## config.mk

```make
export PLATFORM = sky130hd
export DESIGN_NAME = pbus_prog_port
export DESIGN_NICKNAME = d
export VERILOG_FILES = /design/src/rtl/pbp_pkg.sv /design/src/rtl/pbp_edge.sv /design/src/rtl/pbp_entry.sv /design/src/rtl/pbp_opdec.sv /design/src/rtl/pbus_prog_port.sv
export SDC_FILE = /design/constraint.sdc
export NUM_CORES = 1
export LEC_CHECK = 0
export BUFFER_PORTS_ARGS = -buffer_cell sky130_fd_sc_hd__buf_2
export CORE_ASPECT_RATIO = 0.5
export CORE_MARGIN = 2
export CORE_UTILIZATION = 51
export CTS_CLUSTER_SIZE = 28
export DETAILED_ROUTE_END_ITERATION = 8
export GPL_ROUTABILITY_DRIVEN = 0
export PLACE_DENSITY = 0.87
export SLEW_MARGIN = 20
export SYNTH_ARGS = -nofsm -noshare
export SYNTH_HDL_FRONTEND = slang
export SYNTH_SLANG_ARGS = --single-unit
```

## constraint.sdc

```tcl
create_clock -name clk -period 2.1 [get_ports clk]
set_input_delay 0 -clock clk [delete_from_list [all_inputs] [get_ports clk]]
set_output_delay 0 -clock clk [all_outputs]
set_load 0.01 [all_outputs]
```

## src/rtl/pbp_pkg.sv

```systemverilog
package pbp_pkg;
    typedef enum logic [2:0] {
        ST_IDLE,
        ST_ARMED,
        ST_GUARD,
        ST_ACTIVE,
        ST_FAILED
    } entry_st_t;

    typedef enum logic [1:0] {
        ROLE_ADDR = 2'b00,
        ROLE_DATA = 2'b01,
        ROLE_CMD  = 2'b10,
        ROLE_NONE = 2'b11
    } role_t;

    localparam int OP_N        = 9;
    localparam int OP_ERASE    = 0;
    localparam int OP_WR_FUSE  = 1;
    localparam int OP_WR_LOCK  = 2;
    localparam int OP_WR_FLASH = 3;
    localparam int OP_WR_EE    = 4;
    localparam int OP_RD_SIG   = 5;
    localparam int OP_RD_FUSE  = 6;
    localparam int OP_RD_FLASH = 7;
    localparam int OP_RD_EE    = 8;
endpackage

```

## src/rtl/pbp_edge.sv

```systemverilog
module pbp_edge #(
    parameter int STAGES = 2
) (
    input  logic clk,
    input  logic rst_n,
    input  logic async_in,
    output logic rise
);
    logic [STAGES:0] sh_q;

    always_ff @(posedge clk or negedge rst_n) begin
        if (!rst_n) sh_q <= '0;
        else        sh_q <= {sh_q[STAGES-1:0], async_in};
    end

    assign rise = sh_q[STAGES-1] & ~sh_q[STAGES];

    p_rise_gap_r9: assert property (@(posedge clk) disable iff (!rst_n)
        rise |=> !rise);
endmodule

```

## src/rtl/pbp_entry.sv

```systemverilog
module pbp_entry
    import pbp_pkg::*;
#(
    parameter int MIN_PULSES = 6,
    parameter int GUARD_CYC  = 16
) (
    input  logic       clk,
    input  logic       rst_n,
    input  logic       pulse,
    input  logic       rst_hold,
    input  logic       hv_on,
    input  logic [3:0] en_pins,
    output logic       active,
    output logic       failed
);
    localparam int PW = $clog2(MIN_PULSES + 1);
    localparam int GW = $clog2(GUARD_CYC + 1);
    localparam logic [PW-1:0] P_LAST = PW'(MIN_PULSES - 1);
    localparam logic [GW-1:0] G_LAST = GW'(GUARD_CYC - 1);

    entry_st_t st_q, st_d;
    logic [PW-1:0] pcnt_q;
    logic [GW-1:0] gcnt_q;
    logic qualified;
    logic en_quiet;

    assign en_quiet  = (en_pins == 4'b0000);
    assign qualified = rst_hold && !hv_on && en_quiet;

    always_ff @(posedge clk or negedge rst_n) begin
        if (!rst_n) begin
            st_q   <= ST_IDLE;
            pcnt_q <= '0;
            gcnt_q <= '0;
        end else begin
            st_q <= st_d;
            if (st_q == ST_IDLE && qualified) begin
                if (pulse && pcnt_q != P_LAST) pcnt_q <= pcnt_q + 1'b1;
            end else begin
                pcnt_q <= '0;
            end
            if (st_q == ST_GUARD) gcnt_q <= gcnt_q + 1'b1;
            else                  gcnt_q <= '0;
        end
    end

    always_comb begin
        st_d = st_q;
        unique case (st_q)
            ST_IDLE:   if (qualified && pulse && pcnt_q == P_LAST) st_d = ST_ARMED;
            ST_ARMED: begin
                if (!rst_hold || !en_quiet) st_d = ST_IDLE;
                else if (hv_on)             st_d = ST_GUARD;
            end
            ST_GUARD: begin
                if (!rst_hold)              st_d = ST_IDLE;
                else if (!en_quiet)         st_d = ST_FAILED;
                else if (gcnt_q == G_LAST)  st_d = ST_ACTIVE;
            end
            ST_ACTIVE: if (!rst_hold) st_d = ST_IDLE;
            ST_FAILED: if (!rst_hold) st_d = ST_IDLE;
            default:   st_d = ST_IDLE;
        endcase
    end

    always_comb begin
        active = (st_q == ST_ACTIVE);
        failed = (st_q == ST_FAILED);
    end

    p_fail_hold_r8: assert property (@(posedge clk) disable iff (!rst_n)
        (st_q == ST_FAILED && rst_hold) |=> st_q == ST_FAILED);
    p_release_r8: assert property (@(posedge clk) disable iff (!rst_n)
        (st_q == ST_ACTIVE && !rst_hold) |=> st_q == ST_IDLE);
    p_idle_step_r11: assert property (@(posedge clk) disable iff (!rst_n)
        (st_q == ST_IDLE) |=> (st_q == ST_IDLE || st_q == ST_ARMED));
endmodule

```

## src/rtl/pbp_opdec.sv

```systemverilog
module pbp_opdec
    import pbp_pkg::*;
(
    input  logic            clk,
    input  logic            rst_n,
    input  logic [7:0]      cmd,
    input  logic            cmd_valid,
    output logic [OP_N-1:0] op_vec,
    output logic            illegal
);
    always_comb begin
        op_vec  = '0;
        illegal = 1'b0;
        if (cmd_valid) begin
            case (cmd)
                8'h80:   op_vec[OP_ERASE]    = 1'b1;
                8'h40:   op_vec[OP_WR_FUSE]  = 1'b1;
                8'h20:   op_vec[OP_WR_LOCK]  = 1'b1;
                8'h10:   op_vec[OP_WR_FLASH] = 1'b1;
                8'h11:   op_vec[OP_WR_EE]    = 1'b1;
                8'h08:   op_vec[OP_RD_SIG]   = 1'b1;
                8'h04:   op_vec[OP_RD_FUSE]  = 1'b1;
                8'h02:   op_vec[OP_RD_FLASH] = 1'b1;
                8'h03:   op_vec[OP_RD_EE]    = 1'b1;
                default: illegal = 1'b1;
            endcase
        end
    end

    p_onehot_r3: assert property (@(posedge clk) disable iff (!rst_n)
        $onehot0(op_vec));
    p_illegal_r4: assert property (@(posedge clk) disable iff (!rst_n)
        illegal |-> (op_vec == '0));
endmodule

```

## src/rtl/pbus_prog_port.sv

```systemverilog
module pbus_prog_port
    import pbp_pkg::*;
#(
    parameter int SYNC_STAGES = 2,
    parameter int MIN_PULSES  = 6,
    parameter int GUARD_CYC   = 16,
    parameter int FLASH_AW    = 15,
    parameter int FLASH_WB    = 7,
    parameter int EE_AW       = 11,
    parameter int EE_BB       = 3
) (
    input  logic                   clk,
    input  logic                   rst_n,
    input  logic                   strobe_in,
    input  logic [1:0]             role_sel,
    input  logic                   byte_hi,
    input  logic [7:0]             din,
    input  logic                   rst_hold,
    input  logic                   hv_on,
    input  logic [3:0]             en_pins,
    output logic                   prog_active,
    output logic                   entry_fail,
    output logic [8:0]             op_vec,
    output logic                   cmd_illegal,
    output logic [FLASH_AW-FLASH_WB-1:0] flash_page,
    output logic [FLASH_WB-1:0]    flash_word,
    output logic [EE_AW-EE_BB-1:0] ee_page,
    output logic [EE_BB-1:0]       ee_byte,
    output logic [15:0]            data_word,
    output logic                   data_stb
);
    logic        pulse;
    logic [15:0] addr_q, data_q;
    logic [7:0]  cmd_q;
    logic        cmd_v_q, stb_q;
    logic        ld_addr, ld_data, ld_cmd;
    role_t       role;

    pbp_edge #(.STAGES(SYNC_STAGES)) u_edge (
        .clk(clk), .rst_n(rst_n), .async_in(strobe_in), .rise(pulse));

    pbp_entry #(.MIN_PULSES(MIN_PULSES), .GUARD_CYC(GUARD_CYC)) u_entry (
        .clk(clk), .rst_n(rst_n), .pulse(pulse), .rst_hold(rst_hold),
        .hv_on(hv_on), .en_pins(en_pins), .active(prog_active),
        .failed(entry_fail));

    assign role = role_t'(role_sel);

    always_comb begin
        ld_addr = 1'b0;
        ld_data = 1'b0;
        ld_cmd  = 1'b0;
        if (pulse && prog_active) begin
            unique case (role)
                ROLE_ADDR: ld_addr = 1'b1;
                ROLE_DATA: ld_data = 1'b1;
                ROLE_CMD:  ld_cmd  = 1'b1;
                ROLE_NONE: ;
            endcase
        end
    end

    always_ff @(posedge clk or negedge rst_n) begin
        if (!rst_n) begin
            addr_q  <= '0;
            data_q  <= '0;
            cmd_q   <= '0;
            cmd_v_q <= 1'b0;
            stb_q   <= 1'b0;
        end else begin
            stb_q <= ld_data;
            if (ld_addr) begin
                if (byte_hi) addr_q[15:8] <= din;
                else         addr_q[7:0]  <= din;
            end
            if (ld_data) begin
                if (byte_hi) data_q[15:8] <= din;
                else         data_q[7:0]  <= din;
            end
            if (ld_cmd) begin
                cmd_q   <= din;
                cmd_v_q <= 1'b1;
            end
        end
    end

    pbp_opdec u_dec (
        .clk(clk), .rst_n(rst_n), .cmd(cmd_q), .cmd_valid(cmd_v_q),
        .op_vec(op_vec), .illegal(cmd_illegal));

    assign flash_page = addr_q[FLASH_AW-1:FLASH_WB];
    assign flash_word = addr_q[FLASH_WB-1:0];
    assign ee_page    = addr_q[EE_AW-1:EE_BB];
    assign ee_byte    = addr_q[EE_BB-1:0];
    assign data_word  = data_q;
    assign data_stb   = stb_q;

    p_stb_single_r9: assert property (@(posedge clk) disable iff (!rst_n)
        data_stb |=> !data_stb);
    p_ignore_r10: assert property (@(posedge clk) disable iff (!rst_n)
        !prog_active |=> ($stable(addr_q) && $stable(data_q) && $stable(cmd_q)));
endmodule

```

**Yosys cells after proc, flatten, opt, wreduce, memory -nomap -nowiden**

Index checks and enable logic that the tools add are counted.

- Flip-flop bits (word level): 55
- Latch bits: 0
- Memory bits (writable): 0
- Bits in read-only memories: 0
- Logic and storage cells: 89
- Memories: 0

- Add/sub/neg operators: 2
- Multipliers: 0
- Div/mod/pow operators: 0
- $lt $le $gt $ge: 0
- Equality and inequality tests: 23
- Shift-type cells: 0
- Multiplexer cells: 29
- Bitwise gates (word level): 3
- Reduce and logical (&&, ||, !) cells: 21

Operator list:

| cell | number |
|---|---|
| 3-bit 2-to-1 mux | 9 |
| 1-bit 2-to-1 mux | 17 |
| 8-bit by 2-bit == test with 1-bit output, second input constant | 2 |
| 8-bit by 5-bit == test with 1-bit output, second input constant | 2 |
| 3-bit one-hot mux with 4 select lines | 1 |
| 9-bit 2-to-1 mux | 1 |
| 9-bit OR reduction | 1 |
| 8-bit by 3-bit == test with 1-bit output, second input constant | 1 |
| 8-bit by 4-bit == test with 1-bit output, second input constant | 1 |
| 8-bit by 6-bit == test with 1-bit output, second input constant | 1 |
| 8-bit by 7-bit == test with 1-bit output, second input constant | 1 |
| 8-bit == test, second input constant | 1 |
| 2-bit AND reduction | 4 |
| 1-bit logical AND | 7 |
| 3-bit by 2-bit == test with 1-bit output, second input constant | 2 |
| 3-bit == test, second input constant | 2 |
| 2-bit != test, second input constant | 3 |
| 5-bit by 1-bit adder with 5-bit output, second input constant | 1 |
| 5-bit by 4-bit == test with 1-bit output, second input constant | 1 |
| 5-bit 2-to-1 mux | 1 |
| 4-bit logical NOT | 1 |
| 4-bit != test, second input constant | 1 |
| 4-bit AND reduction | 1 |
| 3-bit by 1-bit adder with 3-bit output, second input constant | 1 |
| other kinds (12) | 15 |

**Longest topological paths before layout**

- Word-level depth: 7
- Depth in mapped cells: 6
- Depth with buffers taken out: 6

**Cells and area by module**

A second synthesis with hierarchy kept.

- Cells, all modules: 195
- Area total of the unflattened synthesis: 2585.0 um2

Modules (own cells, without submodules):

| module | instances | cells each | area an instance (um2) | seq. area each (um2) |
|---|---|---|---|---|
| pbus_prog_port | 1 | 104 | 1694.1 | 1026.0 |
| pbp_entry | 1 | 57 | 589.3 | 275.3 |
| pbp_opdec | 1 | 30 | 212.7 | 0.0 |
| pbp_edge | 1 | 4 | 88.8 | 75.1 |

**Worst setup path after synthesis**

OpenSTA, ideal clock, no wires.

- Path kind: register -> register
- Start: reg u_entry.st_q[2]
- End: reg addr_q[10]
- Setup time: 125 ps
- Data arrival time: 1709 ps
- Data required time: 1975 ps
- Path slack: 266 ps
- Cell stages (with the launch flop): 6
- Buffers on the path: 0
- Period minus slack after synthesis: 1834 ps
- Cells stage by stage: dfrtp_1 -> nand3b_1 -> inv_1 -> nand2_1 -> nor4b_4 -> mux2_2

- Cells in the longest elaborated chain, start to end: 4

RTL lines:

| item | line | text |
|---|---|---|
| start: declaration | pbp_entry.sv:21 | `entry_st_t st_q, st_d;` |
| start signal: assignment | pbp_entry.sv:36 | `st_q <= st_d;` |
| 3-bit by 2-bit == test with 1-bit output | pbp_entry.sv:67 | `active = (st_q == ST_ACTIVE);` |
| net prog_active | pbus_prog_port.sv:21 | `output logic prog_active,` |
| 1-bit logical AND | pbus_prog_port.sv:53 | `if (pulse && prog_active) begin` |
| 1-bit 2-to-1 mux | pbus_prog_port.sv:53 |  |
| 2-bit AND reduction (no line) | -- |  |
| end signal: assignment | pbus_prog_port.sv:73 | `if (byte_hi) addr_q[15:8] <= din;` |
| end: declaration | pbus_prog_port.sv:33 | `logic [15:0] addr_q, data_q;` |

The timed path passes the listed nets, and every way through them passes these cells.
A chain may end at the register's enable or synchronous reset.

**Final worst setup path**

- Start: reg u_entry.st_q[2]
- End: reg addr_q[12]

- Cells in the longest elaborated chain, start to end: 4

RTL lines:

| item | line |
|---|---|
| 3-bit by 2-bit == test with 1-bit output | pbp_entry.sv:67 |
| 1-bit logical AND | pbus_prog_port.sv:53 |
| 1-bit 2-to-1 mux | pbus_prog_port.sv:53 |
| 2-bit AND reduction (no line) | -- |

No other way between the ends.

==> impl_metrics.xml <==
<?xml version="1.0" encoding="UTF-8"?>
<metrics>
  <group name="outcome">
    <metric name="result_of_the_run" unit="">finished, final reports clean</metric>
  </group>
  <group name="synth">
    <metric name="synthesis.nets" unit="">218</metric>
    <metric name="synth-compound-area-share" unit="%">2.67</metric>
    <metric name="synth_seq_cells" unit="">55</metric>
    <metric name="synth-simple-area-share" unit="%">16.2</metric>
    <metric name="yosys.cell_types.count" unit="">35</metric>
    <metric name="yosys-mux-area-fraction" unit="%">17.7</metric>
    <metric name="main_combinational_cell_family_by_area_after_synthesis" unit="">multiplexers</metric>
    <metric name="portion_of_the_post_synthesis_area_used_by_sequential_elements" unit="%">55.5</metric>
    <metric name="ys_warn_count" unit="">0</metric>
    <metric name="syn_area_per_cell" unit="µm²">12.8</metric>
    <metric name="mappedNetlistArea" unit="µm²">2480</metric>
    <metric name="syn-instance-count" unit="">194</metric>
    <metric name="adder_and_majority_cell_fraction_of_the_synthesized_area" unit="%">2.02</metric>
    <metric name="synth-xor-area-share" unit="%">1.77</metric>
  </group>
  <group name="worst_setup_path">
    <metric name="critical-path-max-stage-delay" unit="ns">0.53</metric>
    <metric name="critical-path-slowest-cell" unit="">nor4b_4</metric>
    <metric name="critical_path.endpoint" unit="">addr_q[12]$_DFFE_PN0P_</metric>
    <metric name="rr_worst_depth" unit="">5</metric>
    <metric name="cpLargestDelayFamily" unit="">simple AND/OR/NAND/NOR gates</metric>
    <metric name="timing.critical_path.to_type" unit="">flop</metric>
    <metric name="cp_data_arrival_time" unit="ns">2.20</metric>
    <metric name="worst_r2r_endpoint" unit="">addr_q[12]$_DFFE_PN0P_</metric>
    <metric name="critical_path.cell_chain" unit="">nand3b_1, inv_1, nand2_1, nor4b_4, mux2_2</metric>
    <metric name="critical_path_source" unit="">u_entry.st_q[2]$_DFFE_PN0P_</metric>
    <metric name="rrSetupSlack" unit="ns">0.10</metric>
    <metric name="worstSetupPathDepth" unit="">5</metric>
    <metric name="critical_path_peak_fanout" unit="">7</metric>
    <metric name="timing_worst_setup_path_type" unit="">reg2reg</metric>
    <metric name="worstPathBufferInverterCount" unit="">1</metric>
    <metric name="crit_required" unit="ns">2.30</metric>
    <metric name="crit_path_start_kind" unit="">flop</metric>
    <metric name="rr_startpoint" unit="">u_entry.st_q[2]$_DFFE_PN0P_</metric>
  </group>
  <group name="power">
    <metric name="p_comb_share" unit="%">5.7</metric>
    <metric name="p_switching" unit="mW">0.408</metric>
    <metric name="power_per_cell_area" unit="nW/µm²">607</metric>
    <metric name="vdd_ir_drop_max" unit="mV">0.296</metric>
    <metric name="part_of_the_power_in_registers" unit="%">57.1</metric>
    <metric name="p_leak" unit="nW">1.67</metric>
    <metric name="clock_network_fraction_of_design_power" unit="%">37.2</metric>
    <metric name="power.switching_fraction" unit="%">21.6</metric>
    <metric name="finalPower" unit="mW">1.88</metric>
    <metric name="internal_power" unit="mW">1.48</metric>
  </group>
  <group name="detailed_routing">
    <metric name="routed_len_inst" unit="µm">15.7</metric>
    <metric name="first_pass_iters" unit="">4</metric>
    <metric name="via_count" unit="">1796</metric>
    <metric name="antenna_left" unit="">0</metric>
    <metric name="drt_wl_total" unit="µm">5440</metric>
    <metric name="post-route-drc-count" unit="">0</metric>
    <metric name="initial_drc_count" unit="">103</metric>
    <metric name="vias_per_cell" unit="">5.19</metric>
  </group>
  <group name="clocking">
    <metric name="cts.htree.levels" unit="">2</metric>
    <metric name="cts_sinks" unit="">55</metric>
    <metric name="cts_hold_buf" unit="">10</metric>
    <metric name="cts_resized" unit="">0</metric>
    <metric name="tritoncts" unit="">done</metric>
    <metric name="clkSlewWorstSetupHoldPaths" unit="ns">0.10</metric>
    <metric name="clock_tree.buffer_depth" unit="">2</metric>
    <metric name="numCtsBuffers" unit="">5</metric>
    <metric name="cts_root_buf" unit="">clkbuf_8</metric>
    <metric name="post_cts.repair.setup_buffers" unit="">0</metric>
    <metric name="worstSkewPairLatency" unit="ns">0.31</metric>
  </group>
  <group name="placed_design">
    <metric name="place_worst_setup_slack" unit="ns">0.115</metric>
    <metric name="dp.cells" unit="">327</metric>
    <metric name="total_of_buffers_placed_on_input_and_output_ports" unit="">74</metric>
    <metric name="area_after_dpl" unit="µm²">2880</metric>
    <metric name="dpl.hpwl" unit="µm">3950</metric>
  </group>
  <group name="timing">
    <metric name="maxSlewHeadroom" unit="%">60.0</metric>
    <metric name="slew_viol_final" unit="">0</metric>
    <metric name="totalNegativeSetupSlack" unit="ns">0</metric>
    <metric name="fin_worst_skew" unit="ns">0.0115</metric>
    <metric name="final-hold-violation-count" unit="">0</metric>
    <metric name="worst_path_setup_slack_after_routing" unit="ns">0.100</metric>
    <metric name="period_share" unit="%">95.2</metric>
    <metric name="final.min_clock_period" unit="ns">2.00</metric>
    <metric name="worstMarginPinSlew" unit="ns">0.600</metric>
    <metric name="fmaxAchievable" unit="MHz">500</metric>
    <metric name="finalSetupViolCount" unit="">0</metric>
  </group>
  <group name="hold_path">
    <metric name="timing.hold.worst.start" unit="">hv_on</metric>
    <metric name="timing.hold.worst_path_depth" unit="">3</metric>
    <metric name="classification_of_the_worst_slack_hold_path" unit="">in2reg</metric>
  </group>
  <group name="die">
    <metric name="effective_utilization_at_floorplan" unit="%">54.7</metric>
    <metric name="core" unit="µm²">4530</metric>
    <metric name="placementRows" unit="">17</metric>
    <metric name="design.die.area" unit="µm²">5470</metric>
    <metric name="design.portCount" unit="">75</metric>
    <metric name="floorplan.die.height" unit="µm">53.3</metric>
    <metric name="die_w" unit="µm">103</metric>
  </group>
  <group name="cells_and_area">
    <metric name="multi_input_comb_area" unit="µm²">1000</metric>
    <metric name="count_of_antenna_diodes_in_the_layout" unit="">0</metric>
    <metric name="layout-area-overhead-vs-synth" unit="%">25.2</metric>
    <metric name="n_fill_cell" unit="">311</metric>
    <metric name="filler_free_cell_count_of_the_finished_design" unit="">346</metric>
    <metric name="register_area" unit="µm²">1380</metric>
    <metric name="layout.cell_area.non_filler" unit="µm²">3100</metric>
    <metric name="final_common_cell" unit="">buf_2</metric>
    <metric name="most-common-layout-cells" unit="">buf_2, dfrtp_1, mux2_2, nor2_1, dlygate4sd3_1</metric>
    <metric name="nNetsFinal" unit="">303</metric>
    <metric name="drive_above_1_share" unit="%">47.5</metric>
  </group>
  <group name="grt">
    <metric name="grt_overflow_total" unit="">0</metric>
    <metric name="grt_usage" unit="%">21.2</metric>
    <metric name="grt_first_pass_wirelength" unit="µm">8600</metric>
    <metric name="grt_antenna_before_repair" unit="">0</metric>
    <metric name="vias_in_the_first_global_route" unit="">1785</metric>
    <metric name="largest_net_degree_at_the_start_of_global_routing" unit="">29</metric>
  </group>
  <group name="run">
    <metric name="cap_viol_max_count" unit="">0</metric>
  </group>
</metrics>
cell type report:
cell class / count / share of cell area [%]
repair buffers: 90 / 16.7
multi-input cells: 123 / 32.2
inverters: 4 / 0.484
flip-flops and latches: 55 / 44.3
well taps: 66 / 2.66
clock buffers: 6 / 2.34
clock inverters: 2 / 1.25
through the flow:
stage | hold WS (ns) | util [%]
finish | 0.0418 | 68.5
global route | 0.0453 | 68.5
CTS | 0.00702 | 68.3
detailed placement | 0.0406 | 63.6
global placement | 0.0307 | 63.6
floorplan | -0.296 | -
state kept, by name (all words and copies together) (netlist names):
register / cells
data_stb: 1
u_edge.sh_q: 3
data_word: 16
u_entry.st_q: 3
cmd_q: 8
cmd_v_q: 1
u_entry.gcnt_q: 5
u_entry.pcnt_q: 3
addr_q: 15
worst min-delay path, delay by kind of cell:
kind            cells  cell delay [ns]
buf+inv             1             0.13
simple gates        1             0.15
compound gates      1             0.03
worst min-delay path by stage:
stage / to / slack [ns]
6_report: u_entry.pcnt_q[1]$_DFFE_PN0P_ / 0.04
5_1_grt: u_entry.pcnt_q[1]$_DFFE_PN0P_ / 0.05
4_1_cts: data_word[10]$_DFFE_PN0P_ / 0.007
3_5_place_dp: u_entry.pcnt_q[0]$_DFFE_PN0P_ / 0.04
3_3_place_gp: u_entry.pcnt_q[0]$_DFFE_PN0P_ / 0.03
2_1_floorplan: addr_q[0]$_DFFE_PN0P_ / -0.30
synthesized netlist by cell type (all sizes together):
library cell  instances  area, µm²
nor3                  4       25.0
ha                    4       50.1
nor2b                 4       25.0
nor4b                 3       41.3
nor2                 19       71.3
xnor2                 1       8.76
nand2                 9       33.8
nand4b                1       8.76
a21oi                 5       28.8
nand4bb               1       11.3
o21ai                 2       10.0
and4                  1       8.76
nor3b                 3       22.5
nand3                 3       15.0
or4                   4       37.5
nor4                  1       21.3
nand3b                2       15.0
or3b                  1       8.76
mux2                 39        439
o221a                 1       11.3
nand4                 1       6.26
a21boi                1       7.51
nand2b                5       31.3
a311oi                1       8.76
or2                   1       6.26
and3                  2       12.5
xor2                  4       35.0
inv                   4       15.0
dfrtp                55       1380
buf                  12       87.6
power by group through the flow:
stage	sequential, mW	combinational, mW	clock, mW
finish	1.08	0.108	0.701
global route	1.08	0.121	0.755
CTS	1.08	0.107	0.701
detailed placement	1.10	0.0928	0
global placement	1.10	0.0899	0
floorplan	1.10	0.0254	0
routing by layer:
metal,global-route usage [%],vias up,part of all wire (%)
li1,-,841,-
met1,26.1,885,42
met2,37.3,61,52
met3,4.23,9,5.0
met4,8.22,0,1.4
met5,0,-,0
logic make-up after synthesis:
| family | after synthesis |
|---|---|
| buffers and inverters | 16 |
| xor gates and xnor gates | 5 |
| muxes | 39 |
| AOI/OAI and AO/OA | 10 |
| DFF | 55 |
| adders and majority gates | 4 |
| and+or+nand+nor | 65 |
Power figures use the tool's default switching activity.
